===== config.mk =====
export PLATFORM = sky130hd
export DESIGN_NAME = list_readout_seq
export DESIGN_NICKNAME = d
export VERILOG_FILES = /design/src/rtl/list_readout_seq.sv
export SDC_FILE = /design/constraint.sdc
export NUM_CORES = 2
export LEC_CHECK = 0
export BUFFER_PORTS_ARGS = -buffer_cell sky130_fd_sc_hd__buf_2
export CORE_MARGIN = 10
export CORE_UTILIZATION = 30
export CTS_CLUSTER_SIZE = 28
export DETAILED_ROUTE_END_ITERATION = 12
export GPL_ROUTABILITY_DRIVEN = 0
export PLACE_DENSITY_LB_ADDON = 0.1
export SLEW_MARGIN = 20
export SYNTH_ARGS = -nofsm -noshare
export SYNTH_HDL_FRONTEND = slang
export SYNTH_SLANG_ARGS = --single-unit
export TNS_END_PERCENT = 5

===== constraint.sdc =====
create_clock -name clk -period 2.75 [get_ports clk]
set_input_delay 0.55 -clock clk [delete_from_list [all_inputs] [get_ports clk]]
set_output_delay 0.55 -clock clk [all_outputs]
set_load 0.005 [all_outputs]

===== src/rtl/list_readout_seq.sv =====
module list_readout_seq #(
  parameter int LIST_AW = 6,
  parameter int DW      = 32,
  parameter int TW      = 16
) (
  input  logic               clk,
  input  logic               rst_n,
  input  logic               lm_we,
  input  logic [LIST_AW-1:0] lm_waddr,
  input  logic [30:0]        lm_wdata,
  input  logic               start,
  input  logic               irq_clr,
  input  logic [TW-1:0]      timeout_limit,
  output logic               bm_as,
  output logic               bm_sec,
  output logic               bm_ds,
  output logic               bm_wr,
  output logic [DW-1:0]      bm_ad,
  input  logic               bm_ack,
  input  logic [2:0]         bm_ss,
  input  logic [DW-1:0]      bm_rdata,
  output logic [DW-1:0]      out_data,
  output logic               out_valid,
  input  logic               out_ready,
  input  logic               pipe_idle,
  output logic               busy,
  output logic               irq,
  output logic               err_end
);
  localparam int OPW    = 16;
  localparam int CW     = 12;
  localparam int LW     = OPW + CW + 3;
  localparam int LDEPTH = 1 << LIST_AW;

  localparam logic [2:0] OP_END = 3'd0;
  localparam logic [2:0] OP_PRI = 3'd1;
  localparam logic [2:0] OP_SEC = 3'd2;
  localparam logic [2:0] OP_RD  = 3'd3;
  localparam logic [2:0] OP_WR  = 3'd4;
  localparam logic [2:0] OP_BLK = 3'd5;

  typedef enum logic [2:0] {S_IDLE, S_FETCH, S_DEC, S_BUS, S_PUSH, S_DRAIN} st_t;

  st_t                st;
  logic [LW-1:0]      mem [LDEPTH];
  logic [LW-1:0]      mem_q;
  logic [LIST_AW-1:0] pc;
  logic [2:0]         op;
  logic [OPW-1:0]     arg;
  logic [CW-1:0]      rem;
  logic [TW-1:0]      tcnt;
  logic               last;

  logic [2:0]     q_op;
  logic [CW-1:0]  q_cnt;
  logic [OPW-1:0] q_arg;
  logic           is_rd, in_bus;

  assign q_op  = mem_q[LW-1 -: 3];
  assign q_cnt = mem_q[OPW +: CW];
  assign q_arg = mem_q[OPW-1:0];

  assign is_rd  = (op == OP_RD) || (op == OP_BLK);
  assign in_bus = (st == S_BUS);

  assign bm_as     = in_bus && ((op == OP_PRI) || (op == OP_SEC));
  assign bm_sec    = in_bus && (op == OP_SEC);
  assign bm_ds     = in_bus && (is_rd || (op == OP_WR));
  assign bm_wr     = in_bus && (op == OP_WR);
  assign bm_ad     = (in_bus && !is_rd) ? {{(DW-OPW){1'b0}}, arg} : '0;
  assign out_valid = (st == S_PUSH);
  assign busy      = (st != S_IDLE);

  always_ff @(posedge clk) begin
    if (lm_we) mem[lm_waddr] <= lm_wdata;
    mem_q <= mem[pc];
  end

  always_ff @(posedge clk or negedge rst_n) begin
    if (!rst_n) begin
      st       <= S_IDLE;
      pc       <= '0;
      op       <= OP_END;
      arg      <= '0;
      rem      <= '0;
      tcnt     <= '0;
      last     <= 1'b0;
      out_data <= '0;
      irq      <= 1'b0;
      err_end  <= 1'b0;
    end else begin
      if (irq_clr) begin
        irq     <= 1'b0;
        err_end <= 1'b0;
      end
      case (st)
        S_IDLE: if (start) begin
          pc <= '0;
          st <= S_FETCH;
        end
        S_FETCH: st <= S_DEC;
        S_DEC: begin
          op   <= q_op;
          arg  <= q_arg;
          pc   <= pc + 1'b1;
          tcnt <= '0;
          last <= 1'b0;
          case (q_op)
            OP_END: st <= S_DRAIN;
            OP_PRI, OP_SEC, OP_RD, OP_WR: begin
              rem <= CW'(1);
              st  <= S_BUS;
            end
            OP_BLK: begin
              rem <= q_cnt;
              st  <= (q_cnt == '0) ? S_FETCH : S_BUS;
            end
            default: begin
              err_end <= 1'b1;
              st      <= S_DRAIN;
            end
          endcase
        end
        S_BUS: begin
          if (bm_ack) begin
            tcnt <= '0;
            if (is_rd) begin
              out_data <= bm_rdata;
              last     <= (bm_ss == 3'd2);
              st       <= S_PUSH;
            end else begin
              st <= S_FETCH;
            end
          end else if (tcnt == timeout_limit) begin
            err_end <= 1'b1;
            st      <= S_DRAIN;
          end else begin
            tcnt <= tcnt + 1'b1;
          end
        end
        S_PUSH: if (out_ready) begin
          if (last) begin
            st <= S_DRAIN;
          end else if (rem > CW'(1)) begin
            rem <= rem - 1'b1;
            st  <= S_BUS;
          end else begin
            st <= S_FETCH;
          end
        end
        S_DRAIN: if (pipe_idle) begin
          irq <= 1'b1;
          st  <= S_IDLE;
        end
        default: st <= S_IDLE;
      endcase
    end
  end
endmodule


After elaboration in Yosys (flattened, before gate mapping)
Memories as Yosys holds them, arrays and structs flattened. A register that Yosys moved wholly into a read port is not among the register bits.
Index checks and enable logic that the tools add are counted.
Widths: inputs -> output; s select.
{"block": "totals", "out_inout_bits": 72, "ff_bits": 91, "n_memories": 1, "inputBits": 96, "ram_bits": 1984}
{"name": "mem", "depth": 64, "width": 31, "read_ports": 1, "rd_ports_with_merged_regs": 1, "write_ports": 1, "line_no": "45", "text": "logic [LW-1:0] mem [LDEPTH];"}
{"block": "classes", "add_sub_neg": 3, "eq_ne": 27, "reduce_logical": 24, "n_mux": 35, "order_cmp": 1}
{"op": "$mux 16", "n": 3}
{"op": "$pmux 12 s2", "n": 2}
{"op": "$mux 12", "n": 3}
{"op": "$pmux 16 s2", "n": 1}
{"op": "$eq 3x2->1 const B", "n": 7}
{"op": "$mux 3", "n": 7}
{"op": "$eq 3x3->1 const B", "n": 6}
{"op": "$pmux 3 s6", "n": 1}
{"op": "$add 16x1->16 const B", "n": 1}
{"op": "$eq 16x16->1", "n": 1}
{"op": "$gt 12x1->1 const B", "n": 1}
{"op": "$logic_not 12->1", "n": 1}
{"op": "$pmux 6 s2", "n": 1}
{"op": "$sub 12x1->12 const B", "n": 1}
{"op": "$mux 1", "n": 11}
{"op": "$ne 2x2->1 const B", "n": 5}
{"op": "$eq 3x1->1 const B", "n": 3}
{"op": "$add 6x1->6 const B", "n": 1}
{"op": "$logic_not 3->1", "n": 2}
{"op": "$mux 6", "n": 1}
{"op": "$ne 3x3->1 const B", "n": 2}
{"op": "$pmux 3 s2", "n": 1}
{"op": "$reduce_and 3->1", "n": 2}
{"op": "$reduce_bool 2->1", "n": 3}
{"op": "other kinds (13)", "n": 23}

Longest topological paths before layout
{"block": "logic_depth", "ltp_word": 5, "depth_mapped": 10, "ltp_nobuf": 7}

Least setup slack after synthesis
Ideal clock, no wire load.
{"block": "synth_path", "kind": "input -> register", "from": "input port lm_waddr[5]", "to": "memory mem[48][0] in the netlist's numbering, enable pin", "path_buffers": 1, "required_ns": 2.292, "cell_stages": 4, "t_arrival_ns": 3.369, "setup_slack_ns": -1.076, "cell_sequence": "clkbuf_1 -> nand3_1 -> or3_1 -> nor3_1"}
{"item": "from (decl)", "line_no": "9", "text": "input logic [LIST_AW-1:0] lm_waddr,"}
{"item": "to (decl)", "line_no": "45"}
Straight into the memory's write port.

Worst setup path in the final report
{"block": "layout_path", "from": "register st[0]", "to": "output port bm_ds"}
{"block": "layout_via", "elab_chain_len": 2}
{"item": "from (decl)", "line_no": "44", "text": "st_t st;"}
{"item": "from (signal assigned)", "line_no": "116", "text": "st <= (q_cnt == '0) ? S_FETCH : S_BUS;"}
{"item": "$eq 3x2->1", "line_no": "64", "text": "assign in_bus = (st == S_BUS);"}
{"item": "$logic_and 1x1->1", "line_no": "68", "text": "assign bm_ds = in_bus && (is_rd || (op == OP_WR));"}
{"item": "to (decl)", "line_no": "16", "text": "output logic bm_ds,"}
No other way between the ends.

==> flow_summary.yaml <==
status:
  outcome: "finished with violations"
  violations: "negative setup slack"
logic_synthesis:
  postSynthAreaPerCell_sq_um: 20.2
  ys_seq_area_share_pct: 76.9
  async_flop_share_pct: 4.32
  synth.distinct_cells: 70
  ys_ff_latch: 2106
  synth_xor_xnor_area_share_pct: 0.205
  synth_edf_count: 1984
  synthMuxAreaShare_pct: 14.8
  synth_area_sq_um: 81300
  yosys_warnings: 0
  syn_inst: 4020
  synth_compound_area_share_pct: 3.71
  synthFlopType: "edfxtp_1"
  synth_top_family_by_area: "multiplexers"
  yosys.area_share.adder_pct: 0.0616
  synth_simple_gate_area_share_pct: 2.71
routing:
  drt_iter0_markers: 3169
  ant_nets: 0
  num_vias: 41800
  viasPerCell: 4.97
  drc_errors: 0
  drt-met1-wl_um: 114000
  wl_met3_um: 11000
  wl_per_cell_um: 29.5
  topRoutingLayerUsed: "met4"
  dr.pass1.iters: 6
  wl_um: 248000
  dr_wl_met2_um: 119000
worst_setup_path:
  crit_type: "reg -> out"
  rr_worst_depth: 6
  path_max_fanout: 6
  cp.arrival_ps: 2240
  required_ps: 2200
  start_kind: "flop"
  endpoint_kind: "output pin"
power_and_ir_drop:
  p_total_mw: 88.5
  power.leakage_nw: 31.7
  seqPwrFrac_pct: 41.9
  clkPwrFrac_pct: 34.2
  ir_worst_vdd_mv: 0.576
  internal-power_mw: 63.2
  p_sw_share_pct: 28.6
  p_per_area_nw_per_um2: 898
  power.switching_mw: 25.3
  pwr-share-comb_pct: 23.9
clock_network:
  cts_buffer_depth: 3
  clock_latency_ps: 880
  numCtsBuffers: 231
  clock_sinks: 2106
  root_buffer: "clkbuf_16"
  htreeDepth: 4
  cts_tree: "yes"
  clk_pin_slew_ps: 60
grt:
  grt_pass1_vias: 43900
  grt_pass1_wl_um: 349000
  antenna_found_initial: 21
  grt_util_all_layers_pct: 16.6
  overflow: 0
  grt_max_degree: 65
timing:
  finalSetupViolCount: 18
  max_freq_mhz: 358
  fin_skew_ps: 40.4
  worst_pin_slew_ps: 897
  slew_viol_final: 0
  fin_crit_ps: 2790
  maxSlewHeadroom_pct: 40.2
  rsz0062_at_grt: "true"
  fin_crit_sh_pct: 102
  fin_ws_ps: -43.1
  hold_viol: 0
  whs_ps: 102
floorplanning:
  fp.dieH_um: 540
  start_util_pct: 30.1
  rows: 191
  io_pins: 168
  die_area_sq_um: 292000
  core_area_sq_um: 270000
  chipWidth_um: 540
cells_and_area:
  layout_commonest_cell: "edfxtp_1"
  layout_common_cells: "edfxtp_1, mux4_2, buf_4"
  area_delta_synth_final_pct: 21.3
  drive_gt1_share_pct: 30.0
  nets: 4733
hold_path:
  holdPathStages: 1
  hp-class: "in -> reg"
placed_design:
  post-dp-hpwl_um: 149000
  io_buffers: 151
job:
  max_cap_viol_count: 0
==> flip-flops by register name, indices dropped and copies added, names as in the netlist <==
register,count
out_data,32
err_end,1
arg,16
last,1
mem,1984
pc,6
mem_q,31
st,3
op,3
tcnt,16
rem,12
irq,1
==> worst max-delay path: stages, from the launching register on <==
cell	delay, ps
dfrtp_2	460
nand3b_1	240
buf_4	190
nor2_2	70
or2_2	270
buf_2	140
==> power groups by stage <==
stage | Clock (mW) | Combinational (mW) | Sequential [mW]
4_1_cts | 31.2 | 21.6 | 37.1
3_5_place_dp | 0 | 21.4 | 37.8
5_1_grt | 32.5 | 22.8 | 37.2
3_3_place_gp | 0 | 21.4 | 37.8
6_report | 30.2 | 21.2 | 37.1
2_1_floorplan | 0 | 13.0 | 37.1
==> layout make-up <==
cell class                      count  area, sq um
Inverter                           12         45.0
Multi-Input combinational cell   1675        18200
Antenna cell                       14         35.0
Timing Repair Buffer              607         6000
Fill cell                       24900       172000
Sequential cell                  2106        62500
Clock buffer                      317         6390
Tap cell                         3570         4470
Clock inverter                    111          988
==> worst paths after layout <==
kind / start / slack [ps] / to
max: st[0] / -40 / bm_ds
min: lm_wdata[6] / 100 / mem[45][6]
max reg2reg: pc[0] / -20 / mem_q[15]
min reg2reg: mem_q[13] / 430 / arg[13]
max in group asynchronous: rst_n / 1850 / tcnt[11]
min in group asynchronous: rst_n / 140 / arg[2]
==> synthesized netlist by cell type (9+ instances only) <==
master | count | share of area, %
a211oi_1 | 23 | 0.21
a21oi_1 | 56 | 0.34
a221oi_1 | 21 | 0.23
a22oi_1 | 106 | 0.98
a31oi_1 | 24 | 0.18
and2_1 | 19 | 0.15
buf_2 | 59 | 0.36
buf_4 | 51 | 0.47
buf_6 | 13 | 0.18
clkbuf_1 | 116 | 0.54
dfrtp_1 | 91 | 2.8
dfxtp_1 | 31 | 0.76
edfxtp_1 | 1984 | 73
inv_1 | 11 | 0.051
mux2_1 | 102 | 1.4
mux2_2 | 99 | 1.4
mux2i_1 | 190 | 2.3
mux4_2 | 349 | 9.7
nand2_1 | 144 | 0.67
nand2b_1 | 9 | 0.069
nand3_1 | 22 | 0.14
nand3b_1 | 9 | 0.083
nor2_1 | 109 | 0.50
nor3_1 | 53 | 0.33
nor4_1 | 24 | 0.18
o21ai_0 | 37 | 0.23
o21ai_1 | 9 | 0.055
o22a_1 | 21 | 0.23
o22ai_1 | 107 | 0.82
or3_1 | 10 | 0.077
or4_1 | 14 | 0.13
xnor2_1 | 18 | 0.19
==> metal layers <==
layer	GRT usage, %	vias up
met5	0	-
met4	3.42	0
met3	2.49	295
met2	27.2	953
met1	23.4	22700
li1	-	17900
==> metrics by stage <==
stage	utilization, %	setup TNS (ps)	area [sq um]	worst slack [ps]	instances
after floorplan	-	-448790	81300	-393	4035
after global placement	33.5	-546	90600	-405	7927
after detailed placement	33.5	-494	90600	-347	7927
after CTS	36.4	-3030	98500	-180	8398
after global routing	36.5	-3420	98500	-190	8401
final	36.5	-512	98600	-43.1	8412
==> logic make-up (layout without fill, tap and decap cells) <==
group	count (synthesis)	in the layout
AO/OA/AOI/OAI	444	444
XOR/XNOR	19	19
adder cells (fa/ha/maj)	4	4
buffers and inverters	254	1047
flip-flops	2106	2106
multiplexers	740	740
other	1	30
AND/OR/NAND/NOR	452	452
==> what timing repair did <==
action	in CTS	in global routing
hold buffers	38	0
resized for setup	15	13
cloned	0	0
pin swaps	1	0
endpoints found under the hold margin	92	0
endpoints found under the setup margin	24	35
setup buffers	5	0
Power figures use the tool's default switching activity.
